$ cat src/rtl/align_pkg.sv
package align_pkg;

  // Data kind codes carried on req_kind
  typedef enum logic [3:0] {
    KIND_BYTE      = 4'd0,
    KIND_WORD      = 4'd1,
    KIND_DWORD     = 4'd2,
    KIND_REAL32    = 4'd3,
    KIND_REAL64    = 4'd4,
    KIND_REAL80    = 4'd5,
    KIND_SELECTOR  = 4'd6,
    KIND_PTR48     = 4'd7,
    KIND_PTRFLAT   = 4'd8,
    KIND_PTR32     = 4'd9,
    KIND_PSEUDO    = 4'd10,
    KIND_FPU_ENV   = 4'd11,
    KIND_FPU_STATE = 4'd12,
    KIND_BITSTR    = 4'd13
  } access_kind_e;

  localparam int unsigned KIND_W = 4;

  // Boundary exponent: required alignment is 2**exp bytes
  typedef logic [1:0] align_exp_t;

  localparam align_exp_t EXP_1 = 2'd0;
  localparam align_exp_t EXP_2 = 2'd1;
  localparam align_exp_t EXP_4 = 2'd2;
  localparam align_exp_t EXP_8 = 2'd3;

endpackage

$ cat src/rtl/align_kind_decode.sv
module align_kind_decode
  import align_pkg::*;
#(
  parameter int unsigned MASK_W = 3
) (
  input  logic [KIND_W-1:0] kind,
  input  logic              op32,
  output logic [MASK_W-1:0] mask
);

  align_exp_t exp_sel;

  always_comb begin
    unique case (access_kind_e'(kind))
      KIND_WORD, KIND_SELECTOR, KIND_PTR32:
        exp_sel = EXP_2;
      KIND_DWORD, KIND_REAL32, KIND_PTR48, KIND_PTRFLAT,
      KIND_PSEUDO, KIND_BITSTR:
        exp_sel = EXP_4;
      KIND_REAL64, KIND_REAL80:
        exp_sel = EXP_8;
      KIND_FPU_ENV, KIND_FPU_STATE:
        exp_sel = op32 ? EXP_4 : EXP_2;
      default:
        exp_sel = EXP_1;
    endcase
  end

  // mask = boundary - 1, one bit per low address bit
  for (genvar b = 0; b < MASK_W; b++) begin : g_mask
    assign mask[b] = (int'(exp_sel) > b);
  end

endmodule

$ cat src/rtl/align_addr_test.sv
module align_addr_test #(
  parameter int unsigned ADDR_W = 32,
  parameter int unsigned MASK_W = 3
) (
  input  logic [ADDR_W-1:0] addr,
  input  logic [MASK_W-1:0] mask,
  output logic              misaligned
);

  localparam int unsigned PAD_W = ADDR_W - MASK_W;

  logic [ADDR_W-1:0] mask_full;
  logic [ADDR_W-1:0] hit;

  assign mask_full = {{PAD_W{1'b0}}, mask};

  for (genvar i = 0; i < ADDR_W; i++) begin : g_hit
    assign hit[i] = addr[i] & mask_full[i];
  end

  assign misaligned = |hit;

endmodule

$ cat src/rtl/align_fault_reg.sv
module align_fault_reg #(
  parameter int unsigned VEC_W     = 8,
  parameter int unsigned ERR_W     = 32,
  parameter int unsigned FAULT_VEC = 17
) (
  input  logic             clk,
  input  logic             rst,
  input  logic             raise,
  output logic             fault_o,
  output logic [VEC_W-1:0] fault_vec,
  output logic [ERR_W-1:0] fault_err
);

  localparam logic [VEC_W-1:0] VEC_VAL = VEC_W'(FAULT_VEC);

  always_ff @(posedge clk) begin
    if (rst) begin
      fault_o   <= 1'b0;
      fault_vec <= '0;
      fault_err <= '0;
    end else begin
      fault_o   <= raise;
      fault_vec <= raise ? VEC_VAL : '0;
      fault_err <= '0;
    end
  end


  vec_match_chk: assert property (@(posedge clk) disable iff (rst)
    fault_o |-> (fault_vec == VEC_VAL && fault_err == '0));


  quiet_when_idle_chk: assert property (@(posedge clk) disable iff (rst)
    !fault_o |-> (fault_vec == '0 && fault_err == '0));

endmodule

$ cat src/rtl/align_fault_check.sv
module align_fault_check
  import align_pkg::*;
#(
  parameter int unsigned ADDR_W    = 32,
  parameter int unsigned CPL_W     = 2,
  parameter int unsigned VEC_W     = 8,
  parameter int unsigned ERR_W     = 32,
  parameter int unsigned FAULT_CPL = 3,
  parameter int unsigned FAULT_VEC = 17
) (
  input  logic              clk,
  input  logic              rst,
  input  logic              req_valid,
  input  logic [ADDR_W-1:0] req_addr,
  input  logic [3:0]        req_kind,
  input  logic              req_op32,
  input  logic [CPL_W-1:0]  req_cpl,
  input  logic              ac_en,
  input  logic              sys_ref,
  output logic              fault_o,
  output logic [VEC_W-1:0]  fault_vec,
  output logic [ERR_W-1:0]  fault_err
);

  localparam int unsigned MASK_W = 3;
  localparam logic [CPL_W-1:0] USER_CPL = CPL_W'(FAULT_CPL);

  logic [MASK_W-1:0] need_mask;
  logic              misaligned;
  logic              armed;
  logic              raise;

  align_kind_decode #(.MASK_W(MASK_W)) u_decode (
    .kind (req_kind),
    .op32 (req_op32),
    .mask (need_mask)
  );

  align_addr_test #(.ADDR_W(ADDR_W), .MASK_W(MASK_W)) u_test (
    .addr       (req_addr),
    .mask       (need_mask),
    .misaligned (misaligned)
  );

  // checking applies only to enabled, user-level, non-system references
  assign armed = req_valid & ac_en & (req_cpl == USER_CPL) & ~sys_ref;
  assign raise = armed & misaligned;

  align_fault_reg #(
    .VEC_W(VEC_W), .ERR_W(ERR_W), .FAULT_VEC(FAULT_VEC)
  ) u_reg (
    .clk       (clk),
    .rst       (rst),
    .raise     (raise),
    .fault_o   (fault_o),
    .fault_vec (fault_vec),
    .fault_err (fault_err)
  );


  no_fault_when_disabled_chk: assert property (@(posedge clk) disable iff (rst)
    fault_o |-> $past(ac_en));


  user_level_only_chk: assert property (@(posedge clk) disable iff (rst)
    fault_o |-> ($past(req_cpl) == USER_CPL));


  system_ref_exempt_chk: assert property (@(posedge clk) disable iff (rst)
    fault_o |-> !$past(sys_ref));


  byte_never_faults_chk: assert property (@(posedge clk) disable iff (rst)
    ($past(req_valid) && $past(req_kind) == 4'd0) |-> !fault_o);


  needs_request_chk: assert property (@(posedge clk) disable iff (rst)
    !$past(req_valid) |-> !fault_o);


  odd_addr_needed_chk: assert property (@(posedge clk) disable iff (rst)
    fault_o |-> ($past(req_addr[2:0]) != 3'b000));

endmodule

$ cat config.mk
export PLATFORM = sky130hd
export DESIGN_NAME = align_fault_check
export DESIGN_NICKNAME = d
export VERILOG_FILES = /design/src/rtl/align_pkg.sv /design/src/rtl/align_kind_decode.sv /design/src/rtl/align_addr_test.sv /design/src/rtl/align_fault_reg.sv /design/src/rtl/align_fault_check.sv
export SDC_FILE = /design/constraint.sdc
export NUM_CORES = 1
export LEC_CHECK = 0
export ABC_AREA = 1
export BUFFER_PORTS_ARGS = -buffer_cell sky130_fd_sc_hd__buf_4
export CAP_MARGIN = 5
export CORE_MARGIN = 4
export CORE_UTILIZATION = 29
export CTS_CLUSTER_DIAMETER = 50
export DETAILED_ROUTE_END_ITERATION = 6
export GPL_TIMING_DRIVEN = 1
export PLACE_DENSITY = 0.85
export SYNTH_ARGS = -nofsm -noshare
export SYNTH_HDL_FRONTEND = slang
export SYNTH_SLANG_ARGS = --single-unit
$ cat constraint.sdc
create_clock -name clk -period 1.2 [get_ports clk]
set_input_delay 0.18 -clock clk [delete_from_list [all_inputs] [get_ports clk]]
set_output_delay 0.18 -clock clk [all_outputs]
set_load 0.02 [all_outputs]
# Word-level counts from Yosys, hierarchy flattened
# Cells that the tools add are included.
# W data, S select, Z words.
# totals
mem_bits_ro,0
output_inout_bits,41
regBits,9
latchBits,0
word_cells,35
inputBits,44
n_memories,0
ramBits,0
# classes
div_mod_pow,0
addsub,0
reduce_logical,5
order_cmp,3
eq_ne,14
shift,0
n_mux,3
n_bitwise,8
mul,0
# ops
op,n
$eq A4 B4 Y1 const B,6
$eq A4 B3 Y1 const B,4
$eq A4 B2 Y1 const B,2
$pmux W2 S4,1
$and A1 B1 Y1,7
$reduce_or A3 Y1,2
$reduce_or A6 Y1,1
$mux W5,1
$eq A4 B1 Y1 const B,1
$gt A2 B1 Y1 const B,2
$reduce_or A2 Y1,2
$eq A2 B2 Y1 const B,1
$gt A2 B2 Y1 const B,1
$mux W2,1
$not A1 Y1,1

# Depth between registers and ports, before layout
# logic_depth
depth_word,8
ltp_mapped,8
depth_no_buf,8

# By module
# From an unflattened synthesis, not the netlist that was laid out.
# hier_totals
hier_cells,86
area_unflattened_um2,511.7
# by_module_without_submodules
mod,area_each_um2,instances,cells_per_inst,seq_area_each_um2
align_fault_reg,334.1,1,44,20.0
align_kind_decode,128.9,1,30,0.0
align_fault_check,32.5,1,8,0.0
align_addr_test,16.3,1,4,0.0

# Least setup slack after synthesis
# No wires, ideal clock.
# synth_timing
path_type,flip-flop to output port
from,register u_reg.fault_vec[0]
to,output fault_vec[0]
setup_slack_ps,403
required_ps,1020
n_path_buf,1
t_arrival_ps,617
stages_incl_launch_ff,2
cell_sequence,dfxtp_1 -> buf_4
# synth_rtl
element,line_no,text
from (decl),align_fault_reg.sv:10,"output logic [VEC_W-1:0] fault_vec,"
from (signal assigned),align_fault_reg.sv:23,fault_vec <= raise ? VEC_VAL : '0;
to (decl),align_fault_check.sv:21,"output logic [VEC_W-1:0] fault_vec,"
# No word-level cell between the ends.

# Final worst setup path
# layout_timing
from,input req_kind[1]
to,register u_reg.fault_vec[0]
# layout_via
elab_chain_cells,8
word_cells_on_any_way,27
cone_classes,order compare (3); eq/ne (13); mux (2); bitwise (4); reduce/logical (5)
# layout_rtl
element,line_no,text
from (decl),align_fault_check.sv:15,"input logic [3:0] req_kind,"
"$eq A4 B2 Y1, or another cell as far along",align_kind_decode.sv:14,unique case (access_kind_e'(kind))
"$reduce_or A6 Y1, or another cell as far along",align_kind_decode.sv:14,
$pmux W2 S4 *,align_kind_decode.sv:14,
$gt A2 B1 Y1 / $gt A2 B2 Y1 (equally long branches),align_kind_decode.sv:31,assign mask[b] = (int'(exp_sel) > b);
$and A1 B1 Y1,align_addr_test.sv:18,assign hit[i] = addr[i] & mask_full[i];
$reduce_or A3 Y1 *,align_addr_test.sv:21,assign misaligned = |hit;
$and A1 B1 Y1 *,align_fault_check.sv:47,assign raise = armed & misaligned;
$mux W5 *,align_fault_reg.sv:23,
# Every way passes the cells marked *; elsewhere a longest branch is shown, timed or not.
# A chain may end at the register's enable or synchronous reset.

==> results by group <==
Power
  – Static leakage: 0.3155 nW
  – Peak supply drop: 0.0001228 V
  – PwrDens: 466.2 nW/um^2

Worst setup path
  – Crit path max fanout: 5
  – CP peak stage delay: 140 ps
  – Worst Setup End Kind: flop
  – Critical Path Slowest Stage Cell: nor2_1
  – Required time worst endpoint: 1080 ps
  – Critical path class: primary input to flop
  – Worst-path cell chain: buf_4 > nor2_1 > nor2_1 > a21oi_1 > nand2_1 > nand2_1 > a21oi_2
  – Crit start category: primary input
  – Worst EP arrival: 840 ps

Finish
  – Register area: 20.02 um^2
  – Area delta synth->final: -2.757%
  – Top Registers: u_reg.fault_vec (1)
  – Area of the multi-input gates: 287.8 um^2
  – Largest register FFs: 1
  – Ratio of cells with drive above 1 in the final layout: 0.2211
  – # nets final: 141
  – Final cell area excluding filler cells: 485.5 um^2
  – Antenna Cells: 0
  – Reg with most FFs: u_reg.fault_vec
  – Layout fillers: 188

Synth
  – Synth area leader: buf_4
  – Sequential area share after synthesis: 0.04010
  – Synth Area in Simple Gates: 0.2456
  – Main area contributors after synthesis: buf_4 60%, nand2_1 11%, nor2_1 6.0%, inv_1 5.3%, dfxtp_1 4.0%
  – Syn_area_per_cell: 6.163 um^2
  – Synth Area in XOR/XNOR: 0
  – Ys Warns: 0
  – Top_reg_cell synth: dfxtp_1
  – Synthesized cell area: 499.2 um^2
  – Complex-gate fraction of the synthesized area: 0.04511
  – FF+latch count, synth: 1
  – Share of synthesized area spent on multiplexers: 0
  – Share of flip-flops with an asynchronous set or reset: 0
  – Synth top area share: 0.6015
  – Synth unique cells: 15
  – Synth cell count leaders: 40 x buf_4, 14 x nand2_1, 8 x nor2_1
  – Gate count of the mapped netlist: 81
  – Post-synthesis adder-cell area fraction: 0
  – Post-synth EDFFs: 0
  – Count leader, synth: buf_4
  – Largest family of logic cells by synthesized area: buffers and inverters

STA
  – Part of the cycle the worst path needs: 0.8052
  – Max Clk Rate: 1.035 GHz
  – RSZ-0062 raised after global routing: false
  – Fin crit period: 966.2 ps
  – Fin. max-slew vios: 0
  – Final setup violation count: 0
  – Final Hold Fails: 0
  – TNS Setup: 0 ps

Status
  – Status: completed

Worst hold path
  – Worst Hold Class: primary input to flop

Placement
  – Final HPWL DP: 860.1 um
  – Placed cell areas: 485.5 um^2
  – GPL Wtd Cong: 0.6341
  – Port bufs: 17

Drt
  – 1st-iter DRT viols: 4
  – Initial DRT Pass Iterations: 4
  – Via Count: 389
  – Final routed DRC violation total: 0
  – Post-DR wirelength/cell: 8.000 um
  – Vias per Instance: 3.505
  – Post-route ant nets: 0
  – Detailed Route WL: 888 um

Die
  – Row Count: 14
  – Die ar.: 2449 um^2
  – Initial Util: 0.3202
  – Die Y: 49.49 um
  – Die X: 49.49 um
  – Io pins: 85
  – Core ar.: 1559 um^2

Clocking
  – Resize count post-CTS: 0
  – Hold-fix buffers, CTS: 0
  – Post-CTS setup buffer count: 0
  – Clock-pin slew of the registers on the worst-case setup and hold paths: 0 ps

Global route
  – Global-route wire length before repair: 1214 um
  – Number of global-route vias before repair: 324
  – GRT Resource Usage Total: 0.05916
  – GRT overflow: 0
  – Antenna violations before repair: 0
  – Largest net degree at the start of global routing: 8

Run
  – Max-Cap Viols: 0
## cell usage in the layout (no fill, tap or decap), types with 2 or more instances in the layout
master,count
inv_1,7
nor2_1,8
nand2_2,2
conb_1,38
nand2_1,14
buf_4,17
## logic make-up after synthesis
logic type | Yosys count
buffers and inverters | 48
AND/OR/NAND/NOR | 28
flip-flops | 1
other | 1
AO/OA/AOI/OAI | 3
## final timing paths
| kind | startpoint | endpoint | slack, ps | cells past startpoint |
|---|---|---|---|---|
| setup / recovery | req_kind[1] | u_reg.fault_vec[0] | 230 | 7 |
| hold / removal | sys_ref | u_reg.fault_vec[0] | 480 | 4 |
## stage by stage
step	total power [W]	setup WS (ps)	instances	hold slack [ps]	utilization
after floorplan	0.0002698	402.7	118	339.1	-
after global placement	0.0002184	270.0	111	474.0	0.3114
after detailed placement	0.0002230	228.6	111	478.4	0.3114
after CTS	0.0002230	228.9	111	478.4	0.3114
after global routing	0.0002437	106.0	111	505.0	0.3114
final	0.0002263	233.8	111	475.8	0.3114
## metal layers
layer	track usage	vias to the layer above	routed length, um
li1	-	193	-
met1	0.04727	166	207
met2	0.1473	30	547
met3	0.006024	0	133
met4	0	0	0
met5	0	-	0
## layout make-up
type,count,share of cell area
Sequential cell,1,0.04124
Timing Repair Buffer,17,0.2629
Tap cell,16,0.04124
Multi-Input combinational cell,69,0.5928
Inverter,8,0.06186
## power by group
part	internal [W]	switching (W)
logic	0.0000458	0.000146
clock network	0	0
registers	0.0000341	0.000000139
## critical path, delay by kind of cell
kind	cells	cell delay [ps]
AO/OA/AOI/OAI	2	180
buffers and inverters	1	130
AND/OR/NAND/NOR	4	350
(Power assumes the default switching activity.)
